### config.mk
export PLATFORM = sky130hd
export DESIGN_NAME = keyed_cfg_bank
export DESIGN_NICKNAME = d
export VERILOG_FILES = /design/src/rtl/keyed_cfg_pkg.sv /design/src/rtl/keyed_cfg_decode.sv /design/src/rtl/keyed_cfg_lock.sv /design/src/rtl/keyed_cfg_regs.sv /design/src/rtl/keyed_cfg_bank.sv
export SDC_FILE = /design/constraint.sdc
export NUM_CORES = 1
export LEC_CHECK = 0
export BUFFER_PORTS_ARGS = -buffer_cell sky130_fd_sc_hd__buf_2
export CORE_UTILIZATION = 62
export DETAILED_ROUTE_END_ITERATION = 8
export PLACE_DENSITY_LB_ADDON = 0.2
export SLEW_MARGIN = 20
export SYNTH_ARGS = -nofsm -noshare
export SYNTH_HDL_FRONTEND = slang
export SYNTH_SLANG_ARGS = --single-unit
export TNS_END_PERCENT = 50
### constraint.sdc
create_clock -name clk -period 5.33 [get_ports clk]
set_clock_uncertainty 0.2 [all_clocks]
set_input_delay 0.533 -clock clk [delete_from_list [all_inputs] [get_ports clk]]
set_output_delay 0.533 -clock clk [all_outputs]
set_load 0.005 [all_outputs]
### src/rtl/keyed_cfg_pkg.sv
package keyed_cfg_pkg;

  typedef enum logic [1:0] {ACC_NONE, ACC_RW, ACC_RO, ACC_WO} acc_e;

  typedef enum logic [3:0] {
    SEL_NONE, SEL_SCRATCH, SEL_LOCK, SEL_UNLOCK, SEL_LOCKSTA,
    SEL_CTL, SEL_PLLSTA, SEL_BOOT, SEL_IDCODE, SEL_CMD
  } sel_e;

  localparam int CTL_IDX_W = 8;

  typedef struct packed {
    acc_e                 acc;
    sel_e                 sel;
    logic [CTL_IDX_W-1:0] ctl_idx;
    logic                 lock_exempt;
    logic                 soft_rst;
  } dec_t;

  // byte offsets whose positions software depends on
  localparam int OFS_SCRATCH = 'h000;
  localparam int OFS_LOCK    = 'h004;
  localparam int OFS_UNLOCK  = 'h008;
  localparam int OFS_LOCKSTA = 'h00C;
  localparam int OFS_PLL0    = 'h100;
  localparam int OFS_PLLSTA  = 'h10C;
  localparam int OFS_UARTCLK = 'h154;
  localparam int OFS_SOFTRST = 'h200;
  localparam int OFS_BOOT    = 'h25C;
  localparam int OFS_IDCODE  = 'h530;
  localparam int OFS_CMD_A   = 'h60C;
  localparam int OFS_CMD_B   = 'h614;

  // slots in the control storage
  localparam int N_PLL       = 3;
  localparam int CTL_UART    = 3;
  localparam int CTL_SOFTRST = 4;
  localparam int CTL_GEN0    = 5;

endpackage

### src/rtl/keyed_cfg_decode.sv
module keyed_cfg_decode
  import keyed_cfg_pkg::*;
#(
  parameter int ADDR_W   = 12,
  parameter int N_GEN    = 8,
  parameter int GEN_BASE = 'h700
) (
  input  logic [ADDR_W-1:0] addr,
  output dec_t              dec
);
  localparam int WORD_W = ADDR_W - 2;
  localparam logic [WORD_W-1:0] PLL_LO = WORD_W'(OFS_PLL0 / 4);
  localparam logic [WORD_W-1:0] PLL_HI = WORD_W'(OFS_PLL0 / 4 + N_PLL);
  localparam logic [WORD_W-1:0] GEN_LO = WORD_W'(GEN_BASE / 4);
  localparam logic [WORD_W-1:0] GEN_HI = WORD_W'(GEN_BASE / 4 + N_GEN);

  function automatic logic [WORD_W-1:0] w_of(input int byte_ofs);
    return WORD_W'(byte_ofs / 4);
  endfunction

  logic [WORD_W-1:0] word;
  assign word = addr[ADDR_W-1:2];

  always_comb begin
    dec = '{acc: ACC_NONE, sel: SEL_NONE, ctl_idx: '0,
            lock_exempt: 1'b0, soft_rst: 1'b0};
    if (addr[1:0] == 2'b00) begin
      if (word == w_of(OFS_SCRATCH)) begin
        dec.acc = ACC_RW; dec.sel = SEL_SCRATCH; dec.lock_exempt = 1'b1;
      end else if (word == w_of(OFS_LOCK)) begin
        dec.acc = ACC_WO; dec.sel = SEL_LOCK; dec.lock_exempt = 1'b1;
      end else if (word == w_of(OFS_UNLOCK)) begin
        dec.acc = ACC_WO; dec.sel = SEL_UNLOCK; dec.lock_exempt = 1'b1;
      end else if (word == w_of(OFS_LOCKSTA)) begin
        dec.acc = ACC_RO; dec.sel = SEL_LOCKSTA;
      end else if (word >= PLL_LO && word < PLL_HI) begin
        dec.acc = ACC_RW; dec.sel = SEL_CTL;
        dec.ctl_idx = CTL_IDX_W'(word - PLL_LO);
      end else if (word == w_of(OFS_PLLSTA)) begin
        dec.acc = ACC_RO; dec.sel = SEL_PLLSTA;
      end else if (word == w_of(OFS_UARTCLK)) begin
        dec.acc = ACC_RW; dec.sel = SEL_CTL;
        dec.ctl_idx = CTL_IDX_W'(CTL_UART);
      end else if (word == w_of(OFS_SOFTRST)) begin
        dec.acc = ACC_RW; dec.sel = SEL_CTL; dec.soft_rst = 1'b1;
        dec.ctl_idx = CTL_IDX_W'(CTL_SOFTRST);
      end else if (word == w_of(OFS_BOOT)) begin
        dec.acc = ACC_RO; dec.sel = SEL_BOOT;
      end else if (word == w_of(OFS_IDCODE)) begin
        dec.acc = ACC_RO; dec.sel = SEL_IDCODE;
      end else if (word == w_of(OFS_CMD_A) || word == w_of(OFS_CMD_B)) begin
        dec.acc = ACC_WO; dec.sel = SEL_CMD;
      end else if (word >= GEN_LO && word < GEN_HI) begin
        dec.acc = ACC_RW; dec.sel = SEL_CTL;
        dec.ctl_idx = CTL_IDX_W'(CTL_GEN0) + CTL_IDX_W'(word - GEN_LO);
      end
    end
  end
endmodule

### src/rtl/keyed_cfg_lock.sv
module keyed_cfg_lock #(
  parameter int              KEY_W      = 16,
  parameter logic [KEY_W-1:0] CLOSE_KEY = 16'h767B,
  parameter logic [KEY_W-1:0] OPEN_KEY  = 16'hDF0D
) (
  input  logic             clk,
  input  logic             rst,
  input  logic             lock_wr,
  input  logic             unlock_wr,
  input  logic [KEY_W-1:0] key,
  output logic             locked
);
  logic locked_q;

  always_ff @(posedge clk) begin
    if (rst) locked_q <= 1'b1;
    else if (lock_wr && key == CLOSE_KEY) locked_q <= 1'b1;
    else if (unlock_wr && key == OPEN_KEY) locked_q <= 1'b0;
  end

  assign locked = locked_q;

  AST_LOCK_ONLY_BY_KEY: assert property (@(posedge clk) disable iff (rst)
    !$stable(locked_q) |-> $past(lock_wr || unlock_wr));
  AST_OPEN_KEY_CLEARS: assert property (@(posedge clk) disable iff (rst)
    (unlock_wr && key == OPEN_KEY) |=> !locked_q);
endmodule

### src/rtl/keyed_cfg_regs.sv
module keyed_cfg_regs
  import keyed_cfg_pkg::*;
#(
  parameter int                DATA_W   = 32,
  parameter int                N_CTL    = 13,
  parameter logic [DATA_W-1:0] PLL_RST  = 32'h0001_A008,
  parameter logic [DATA_W-1:0] UART_RST = 32'h0000_3F03,
  parameter logic [DATA_W-1:0] GEN_RST  = '0
) (
  input  logic                 clk,
  input  logic                 rst,
  input  logic                 wr_en,
  input  logic [CTL_IDX_W-1:0] wr_idx,
  input  logic [DATA_W-1:0]    wr_data,
  input  logic [CTL_IDX_W-1:0] rd_idx,
  output logic [DATA_W-1:0]    rd_data
);
  function automatic logic [DATA_W-1:0] rst_val(input int i);
    if (i < N_PLL)            return PLL_RST;
    else if (i == CTL_UART)    return UART_RST;
    else if (i == CTL_SOFTRST) return '0;
    else                       return GEN_RST;
  endfunction

  logic [DATA_W-1:0] ctl_q [N_CTL];

  for (genvar i = 0; i < N_CTL; i++) begin : g_slot
    always_ff @(posedge clk) begin
      if (rst) ctl_q[i] <= rst_val(i);
      else if (wr_en && wr_idx == CTL_IDX_W'(i)) ctl_q[i] <= wr_data;
    end
  end

  always_comb begin
    rd_data = '0;
    for (int i = 0; i < N_CTL; i++)
      if (rd_idx == CTL_IDX_W'(i)) rd_data = ctl_q[i];
  end

  AST_IDX_IN_RANGE: assert property (@(posedge clk) disable iff (rst)
    wr_en |-> (int'(wr_idx) < N_CTL));
endmodule

### src/rtl/keyed_cfg_bank.sv
module keyed_cfg_bank
  import keyed_cfg_pkg::*;
#(
  parameter int                ADDR_W    = 12,
  parameter int                DATA_W    = 32,
  parameter int                KEY_W     = 16,
  parameter int                N_GEN     = 8,
  parameter int                GEN_BASE  = 'h700,
  parameter logic [DATA_W-1:0] GEN_RST   = '0,
  parameter logic [DATA_W-1:0] ID_VALUE  = 32'h1A2B_0093,
  parameter logic [DATA_W-1:0] BOOT_VAL  = 32'h0000_0001,
  parameter logic [DATA_W-1:0] PLLSTA_VAL = 32'h0000_003F
) (
  input  logic              clk,
  input  logic              rst,
  input  logic              req_valid,
  input  logic              req_write,
  input  logic [ADDR_W-1:0] req_addr,
  input  logic [DATA_W-1:0] req_wdata,
  output logic              rsp_valid,
  output logic [DATA_W-1:0] rsp_rdata,
  output logic              rsp_err,
  output logic              sys_rst_req
);
  localparam int N_CTL = CTL_GEN0 + N_GEN;

  dec_t              dec;
  logic              locked;
  logic              scratch_q;
  logic [DATA_W-1:0] ctl_rd;

  keyed_cfg_decode #(.ADDR_W(ADDR_W), .N_GEN(N_GEN), .GEN_BASE(GEN_BASE))
    u_dec (.addr(req_addr), .dec(dec));

  // direction and lock policy
  logic dir_ok, lock_block, commit, err_d, is_rd;
  assign is_rd      = req_valid && !req_write;
  assign dir_ok     = (dec.acc == ACC_RW) ||
                      (dec.acc == ACC_RO && !req_write) ||
                      (dec.acc == ACC_WO &&  req_write);
  assign lock_block = req_write && locked && !dec.lock_exempt;
  assign err_d      = req_valid && (!dir_ok || lock_block);
  assign commit     = req_valid && req_write && dir_ok && !lock_block;

  logic ctl_we, rst_req_d;
  assign ctl_we    = commit && dec.sel == SEL_CTL;
  assign rst_req_d = ctl_we && dec.soft_rst && req_wdata[0];

  keyed_cfg_lock #(.KEY_W(KEY_W)) u_lock (
    .clk(clk), .rst(rst),
    .lock_wr(commit && dec.sel == SEL_LOCK),
    .unlock_wr(commit && dec.sel == SEL_UNLOCK),
    .key(req_wdata[KEY_W-1:0]),
    .locked(locked));

  keyed_cfg_regs #(.DATA_W(DATA_W), .N_CTL(N_CTL), .GEN_RST(GEN_RST)) u_regs (
    .clk(clk), .rst(rst),
    .wr_en(ctl_we), .wr_idx(dec.ctl_idx), .wr_data(req_wdata),
    .rd_idx(dec.ctl_idx), .rd_data(ctl_rd));

  always_ff @(posedge clk) begin
    if (rst) scratch_q <= 1'b0;
    else if (commit && dec.sel == SEL_SCRATCH) scratch_q <= req_wdata[0];
  end

  logic [DATA_W-1:0] rdata_d;
  always_comb begin
    rdata_d = '0;
    if (is_rd && dir_ok) begin
      unique case (dec.sel)
        SEL_SCRATCH: rdata_d = DATA_W'(scratch_q);
        SEL_LOCKSTA: rdata_d = DATA_W'(locked);
        SEL_CTL:     rdata_d = ctl_rd;
        SEL_PLLSTA:  rdata_d = PLLSTA_VAL;
        SEL_BOOT:    rdata_d = BOOT_VAL;
        SEL_IDCODE:  rdata_d = ID_VALUE;
        default:     rdata_d = '0;
      endcase
    end
  end

  always_ff @(posedge clk) begin
    if (rst) begin
      rsp_valid   <= 1'b0;
      rsp_rdata   <= '0;
      rsp_err     <= 1'b0;
      sys_rst_req <= 1'b0;
    end else begin
      rsp_valid   <= req_valid;
      rsp_rdata   <= rdata_d;
      rsp_err     <= err_d;
      sys_rst_req <= rst_req_d;
    end
  end

  AST_RSP_FOLLOWS_REQ: assert property (@(posedge clk) disable iff (rst)
    req_valid |=> rsp_valid);
  AST_IDLE_QUIET: assert property (@(posedge clk) disable iff (rst)
    !rsp_valid |-> (!rsp_err && rsp_rdata == '0 && !sys_rst_req));
  AST_LOCKED_WRITE_ERR: assert property (@(posedge clk) disable iff (rst)
    (req_valid && req_write && locked && dec.acc != ACC_NONE &&
     !dec.lock_exempt) |=> rsp_err);
  AST_RST_CLEAN: assert property (@(posedge clk) disable iff (rst)
    sys_rst_req |-> (rsp_valid && !rsp_err));
endmodule

Yosys cells after proc, flatten, opt, wreduce, memory -nomap -nowiden. Memories as Yosys holds them, arrays and structs flattened. Cells that the tools add are included.

Add/subtract/negate cells: 3. Magnitude comparators: 4. Equal/unequal tests: 35. Multiplexer cells: 100. Bitwise operators: 14. Reductions and logical operators: 46.

Operator list (count): 32-bit two-way mux (26); 32-bit one-hot mux with 6 select lines (1); 8-bit two-way mux (8); 1-bit two-way mux (52); 6-bit two-way mux (8); 14-bit two-way mux (3); 8-bit by 4-bit equality test with 1-bit output, second input constant (5); 1-bit logical AND (33); 8-bit by 3-bit equality test with 1-bit output, second input constant (4); 10-bit by 9-bit equality test with 1-bit output, second input constant (3); 10-bit by 2-bit equality test with 1-bit output, second input constant (2); 10-bit by 7-bit equality test with 1-bit output, second input constant (2); 10-bit by 8-bit equality test with 1-bit output, second input constant (2); 16-bit by 15-bit equality test with 1-bit output, second input constant (1); 16-bit equality test, second input constant (1); 4-bit by 3-bit equality test with 1-bit output, second input constant (4); 8-bit by 2-bit equality test with 1-bit output, second input constant (2); 16-bit two-way mux (1); 13-bit two-way mux (1); 1-bit bitwise OR (13); 10-bit by 1-bit equality test with 1-bit output, second input constant (1); 10-bit by 7-bit >= comparator with 1-bit output, second input constant (1); 10-bit by 9-bit >= comparator with 1-bit output, second input constant (1); 10-bit zero test (1); other kinds (17) (26).

Register bits: 37. Memory bits (writable): 416. Bits of input ports: 48. Word-level logic and storage cells: 209. Memories kept: 1.

Memories: u_regs.ctl_q (depth 13, bits a word 32, rd ports 13, clocked after Yosys merged registers in 0, write ports 13, line keyed_cfg_regs.sv:25) `logic [DATA_W-1:0] ctl_q [N_CTL];`.

Logic depth before layout (Yosys ltp).
Depth after elaboration: 30. Mapped depth: 18. Depth with buffers taken out: 13.

Modules after synthesis. From an unflattened synthesis, not the netlist that was laid out.

Cells, all modules: 1853. Area total of the unflattened synthesis: 21891.0 µm².

Modules (own cells, without submodules): keyed_cfg_regs (times used 1, cells an instance 1600, area each 19720.2 µm², seq. area each 12492.0 µm²); keyed_cfg_bank (times used 1, cells an instance 132, area each 1318.8 µm², seq. area each 720.7 µm²); keyed_cfg_decode (times used 1, cells an instance 109, area each 734.5 µm², seq. area each 0.0 µm²); keyed_cfg_lock (times used 1, cells an instance 12, area each 117.6 µm², seq. area each 20.0 µm²).

Worst setup path before layout. Ideal clock, no wire load.

Kind: input -> register. Start point: input req_addr[3]. End point: memory u_regs.ctl_q[3][4], in the netlist u_regs.ctl_q[0][100], enable pin. Data arrival time: 3770 ps. Required time: 4742 ps. Setup slack: 972 ps. Stages: 13. Buffers on the path: 5. Cells stage by stage: inv_1 ha_1 clkbuf_1 or3_1 nand2b_1 a21o_1 buf_2 or4_4 buf_6 nor3_4 buf_2 buf_4 a21o_1.

RTL lines: start: declaration (line keyed_cfg_bank.sv:18) `input logic [ADDR_W-1:0] req_addr,`; end: declaration (line keyed_cfg_regs.sv:25).

Final worst setup path.
Start point: input req_addr[9]. End point: register rsp_rdata[18].

Cells in the longest elaborated chain, start to end: 30.

RTL lines: 8-bit subtractor (tied with other cells) (line keyed_cfg_decode.sv:55) `dec.ctl_idx = CTL_IDX_W'(CTL_GEN0) + CTL_IDX_W'(word - GEN_LO);`; 3-bit by 8-bit adder with 8-bit output or 1-bit logical AND (tied branches) (line keyed_cfg_decode.sv:55, keyed_cfg_decode.sv:53); 13-bit two-way mux (line keyed_cfg_decode.sv:53) `end else if (word >= GEN_LO && word < GEN_HI) begin`; 8-bit two-way mux (line keyed_cfg_decode.sv:51) `end else if (word == w_of(OFS_CMD_A) || word == w_of(OFS_CMD_B)) begin`; 8-bit two-way mux (line keyed_cfg_decode.sv:49) `end else if (word == w_of(OFS_IDCODE)) begin`; 8-bit two-way mux (line keyed_cfg_decode.sv:47) `end else if (word == w_of(OFS_BOOT)) begin`; 14-bit two-way mux (line keyed_cfg_decode.sv:44) `end else if (word == w_of(OFS_SOFTRST)) begin`; 14-bit two-way mux (line keyed_cfg_decode.sv:41) `end else if (word == w_of(OFS_UARTCLK)) begin`; (+2 left out); 8-bit two-way mux (line keyed_cfg_decode.sv:34) `end else if (word == w_of(OFS_LOCKSTA)) begin`; 8-bit two-way mux (line keyed_cfg_decode.sv:32) `end else if (word == w_of(OFS_UNLOCK)) begin`; 8-bit two-way mux (line keyed_cfg_decode.sv:30) `end else if (word == w_of(OFS_LOCK)) begin`; 8-bit two-way mux (line keyed_cfg_decode.sv:28) `if (word == w_of(OFS_SCRATCH)) begin`; 16-bit two-way mux * (line keyed_cfg_decode.sv:27) `if (addr[1:0] == 2'b00) begin`; 8-bit zero test (line keyed_cfg_regs.sv:37) `if (rd_idx == CTL_IDX_W'(i)) rd_data = ctl_q[i];`; 32-bit two-way mux (13 in series) (line keyed_cfg_regs.sv:37); 32-bit one-hot mux with 6 select lines (line keyed_cfg_bank.sv:70) `unique case (dec.sel)`; end signal: assignment (line keyed_cfg_bank.sv:90) `rsp_rdata <= rdata_d;`; end: declaration (line keyed_cfg_bank.sv:21) `output logic [DATA_W-1:0] rsp_rdata,`.

Every way passes the cells marked *; elsewhere a longest branch is shown, timed or not. A chain may end at the register's enable or synchronous reset.

==> flow_metrics.tcl <==
set metrics [dict create \
    cp.arrival_ns 4.86 \
    slew_headroom 0.3681 \
    post_cts_resized 0 \
    placed_cells_incl_taps 2202 \
    min_path_type "input pin to flip-flop" \
    rows 66 \
    post-cts-setup-buffers 0 \
    firstDrtPassIters 6 \
    start_util 0.6377 \
    regArea_um2 13230 \
    wl_um 67280 \
    netlist_area_um2 20960 \
    grt_pass1_wl_um 98540 \
    crit_buf_inv 3 \
    endpoint "rsp_rdata[18]" \
    vias_per_cell 6.875 \
    dp_hpwl_um 43250 \
    critPathTopFamily "compound AO/OA/AOI/OAI gates" \
    post_drt_wl_per_cell_um 29.38 \
    worstPathRequired_ns 5.64 \
    cp-end-kind "flip-flop" \
    path_class "input pin to flip-flop" \
    cp_cell_sequence "buf_2 > inv_1 > ha_1 > nor4_1 > a31oi_1 > nor2_2 > o311ai_1 > o21ai_4 > nor3_4 > buf_4 > a221oi_1 > o21ai_0 > a21oi_1 > or3_1 > a31oi_1" \
    comb_power_share 0.044 \
    reg2reg_to "u_regs.ctl_q[0][166]" \
    syn_nets 1780 \
    period_share 0.8542 \
    power_density_nw_per_um2 318.4 \
    finalSetupTns_ns 0 \
    p_int_mw 5.934 \
    yosys_warnings 0 \
    synth.area.top_cells "edfxtp_1, and2_1, dfxtp_1, nand2_1, a21oi_1" \
    cap_violations 0 \
    area_growth_syn_to_layout_pct 13.85 \
    synth_top_area_frac 0.5960 \
    worst-path-stages 15 \
    drive_gt1_frac 0.1645 \
    clk-insertion-delay-late_ns 0.59 \
    cpMaxStageDelayCell "nor3_4" \
    cts_max_path_buffers 3 \
    place.gp.congestion 0.9518 \
    vias 15740 \
    fin_nets 1866 \
    cpMostUsedCell "a31oi_1" \
    antenna_found_initial 5 \
    switching_power_mw 1.663 \
    io_pins 83 \
    crit_path_start_kind "input pin" \
    grt_overflow 0 \
    drtIter0Drc 2667 \
    p_leak_nw 8.954 \
    die_area_um2 34540 \
    multi_input_area_um2 7168 \
    async_flop_share 0 \
    hold_violations 0 \
    ctsRootBufferMaster "clkbuf_16" \
    core_um2 32870 \
    setup_viol 0 \
    synth-edff-count 416 \
    fp.dieW_um 185.9 \
    seqPwrFrac 0.527 \
    timing.rr.start "u_lock.locked" \
    ys.flop_type "edfxtp_1" \
    syn_avg_cell_area_um2 12.16 \
    critPathMaxStageDelay_ns 0.84 \
    report.final.slew_viol_count 0 \
    path_max_fanout 14 \
    grt_pass1_vias 15140 \
    power.share.clock 0.429 \
    fin_crit_ns 4.553 \
    clk_pin_slew_worst_paths_ns 0.06 \
    mostFrequentLayoutCells "edfxtp_1, and2_1, nand2_1" \
    synth-seq-cells 453 \
    syn_inst 1723 \
    grt_max_degree 33 \
    seq_area_frac_synth 0.6314 \
    cts_buffers 47 \
    synth_cell_types 86 \
    status "finished, final reports clean" \
    swShare 0.2189 \
    globalRouteTotalUtil 0.4018 \
    final_common_cell "edfxtp_1" \
    yosysTopAreaCell "edfxtp_1" \
    clock_sinks 453 \
    cts_hold_buf 0 \
    ant_nets 0 \
    fill_cells 2250 \
    n_antenna_cell 0 \
    fp.dieH_um 185.9 \
    reg2reg_depth 9 \
    worst_slew_pin_slew_ns 0.9448 \
    htreeDepth 2 \
    rsz0062_at_grt "false" \
    ir_drop_mv 0.2690 \
    cts_tree "yes" \
    portBuffers 82 \
    finalNonFillerCells 2290 \
    remaining_drc_errors 0 \
    fmax_mhz 219.6 \
    startpoint "req_addr[9]" \
    regToRegSetupSlack_ns 2.86 \
]
==> cell usage after synthesis (6+ instances only) <==
cell,count
a211oi_1,21
a21o_1,17
a21oi_1,87
a221o_1,13
a221oi_1,28
a222oi_1,18
a22o_1,11
a22oi_1,39
a31oi_1,14
and2_1,401
and3_1,6
buf_2,28
clkbuf_1,94
dfxtp_1,37
edfxtp_1,416
ha_1,9
inv_1,12
nand2_1,117
nand3_1,27
nand4_1,17
nor2_1,66
nor2_2,6
nor3_1,17
o211ai_1,7
o21ai_0,43
o22ai_1,16
or3_1,30
==> through the flow <==
stage / hold slack, ns / cell area [um2] / utilization / power (mW) / setup WS, ns
global route: 0.05337 / 23860 / 0.7260 / 7.747 / 0.6005
floorplan: 0.2366 / 20960 / - / 4.227 / 0.9722
CTS: 0.01307 / 23860 / 0.7260 / 7.586 / 0.9036
detailed placement: 0.2558 / 22350 / 0.6799 / 4.400 / 0.3632
finish: 0.02693 / 23860 / 0.7260 / 7.597 / 0.7770
global placement: 0.2444 / 22350 / 0.6799 / 4.393 / 0.3639
==> power groups by stage <==
| stage | registers (mW) | logic, mW | clock network [mW] |
|---|---|---|---|
| global placement | 4.07 | 0.319 | 0 |
| detailed placement | 4.08 | 0.322 | 0 |
| CTS | 4.00 | 0.324 | 3.26 |
| floorplan | 4.07 | 0.161 | 0 |
| finish | 4.01 | 0.333 | 3.26 |
| global route | 4.01 | 0.346 | 3.39 |
==> worst min-delay path: cells and delay by family <==
kind	cells	cell delay [ns]
buffers and inverters	2	0.15
AND/OR/NAND/NOR	1	0.09
==> how the worst min path moves through the flow <==
stage	from	to	slack, ns	cells after the start
6_report	req_valid	rsp_valid	0.03	3
5_1_grt	req_valid	rsp_valid	0.05	3
4_1_cts	req_valid	rsp_valid	0.01	3
3_5_place_dp	scratch_q	scratch_q	0.26	2
3_3_place_gp	scratch_q	scratch_q	0.24	2
2_1_floorplan	scratch_q	scratch_q	0.24	2
==> cells by family (layout without fill, tap and decap cells) <==
group	after synthesis	in the layout	synth area share
compound gates	371	371	0.1273
xor+xnor	4	4	0.001672
simple gates	734	734	0.2027
buf+inv	149	274	0.03009
fa+ha+maj	9	9	0.005373
flops	453	453	0.6314
mux	3	3	0.001492
==> registers in the layout, indices dropped and copies added (netlist names) <==
register and count:
sys_rst_req 1, rsp_rdata 32, u_regs.ctl_q 416, rsp_valid 1, rsp_err 1, u_lock.locked 1
scratch_q 1
==> layout make-up <==
type	count	area share
flip-flops and latches	453	0.5546
multi-input cells	1121	0.3004
repair buffers	173	0.05632
clock buffers	64	0.05369
well taps	442	0.02318
clock inverters	24	0.009805
inverters	13	0.002045
==> routing by layer <==
layer / global-route usage / vias up / wire, um
met3: 0.09235 / 245 / 8946
li1: - / 6579 / -
met1: 0.5448 / 7601 / 24450
met2: 0.5997 / 1317 / 29960
met5: 0 / - / 13
met4: 0.2246 / 2 / 3908
No activity file was read; power rests on OpenSTA's default activity.
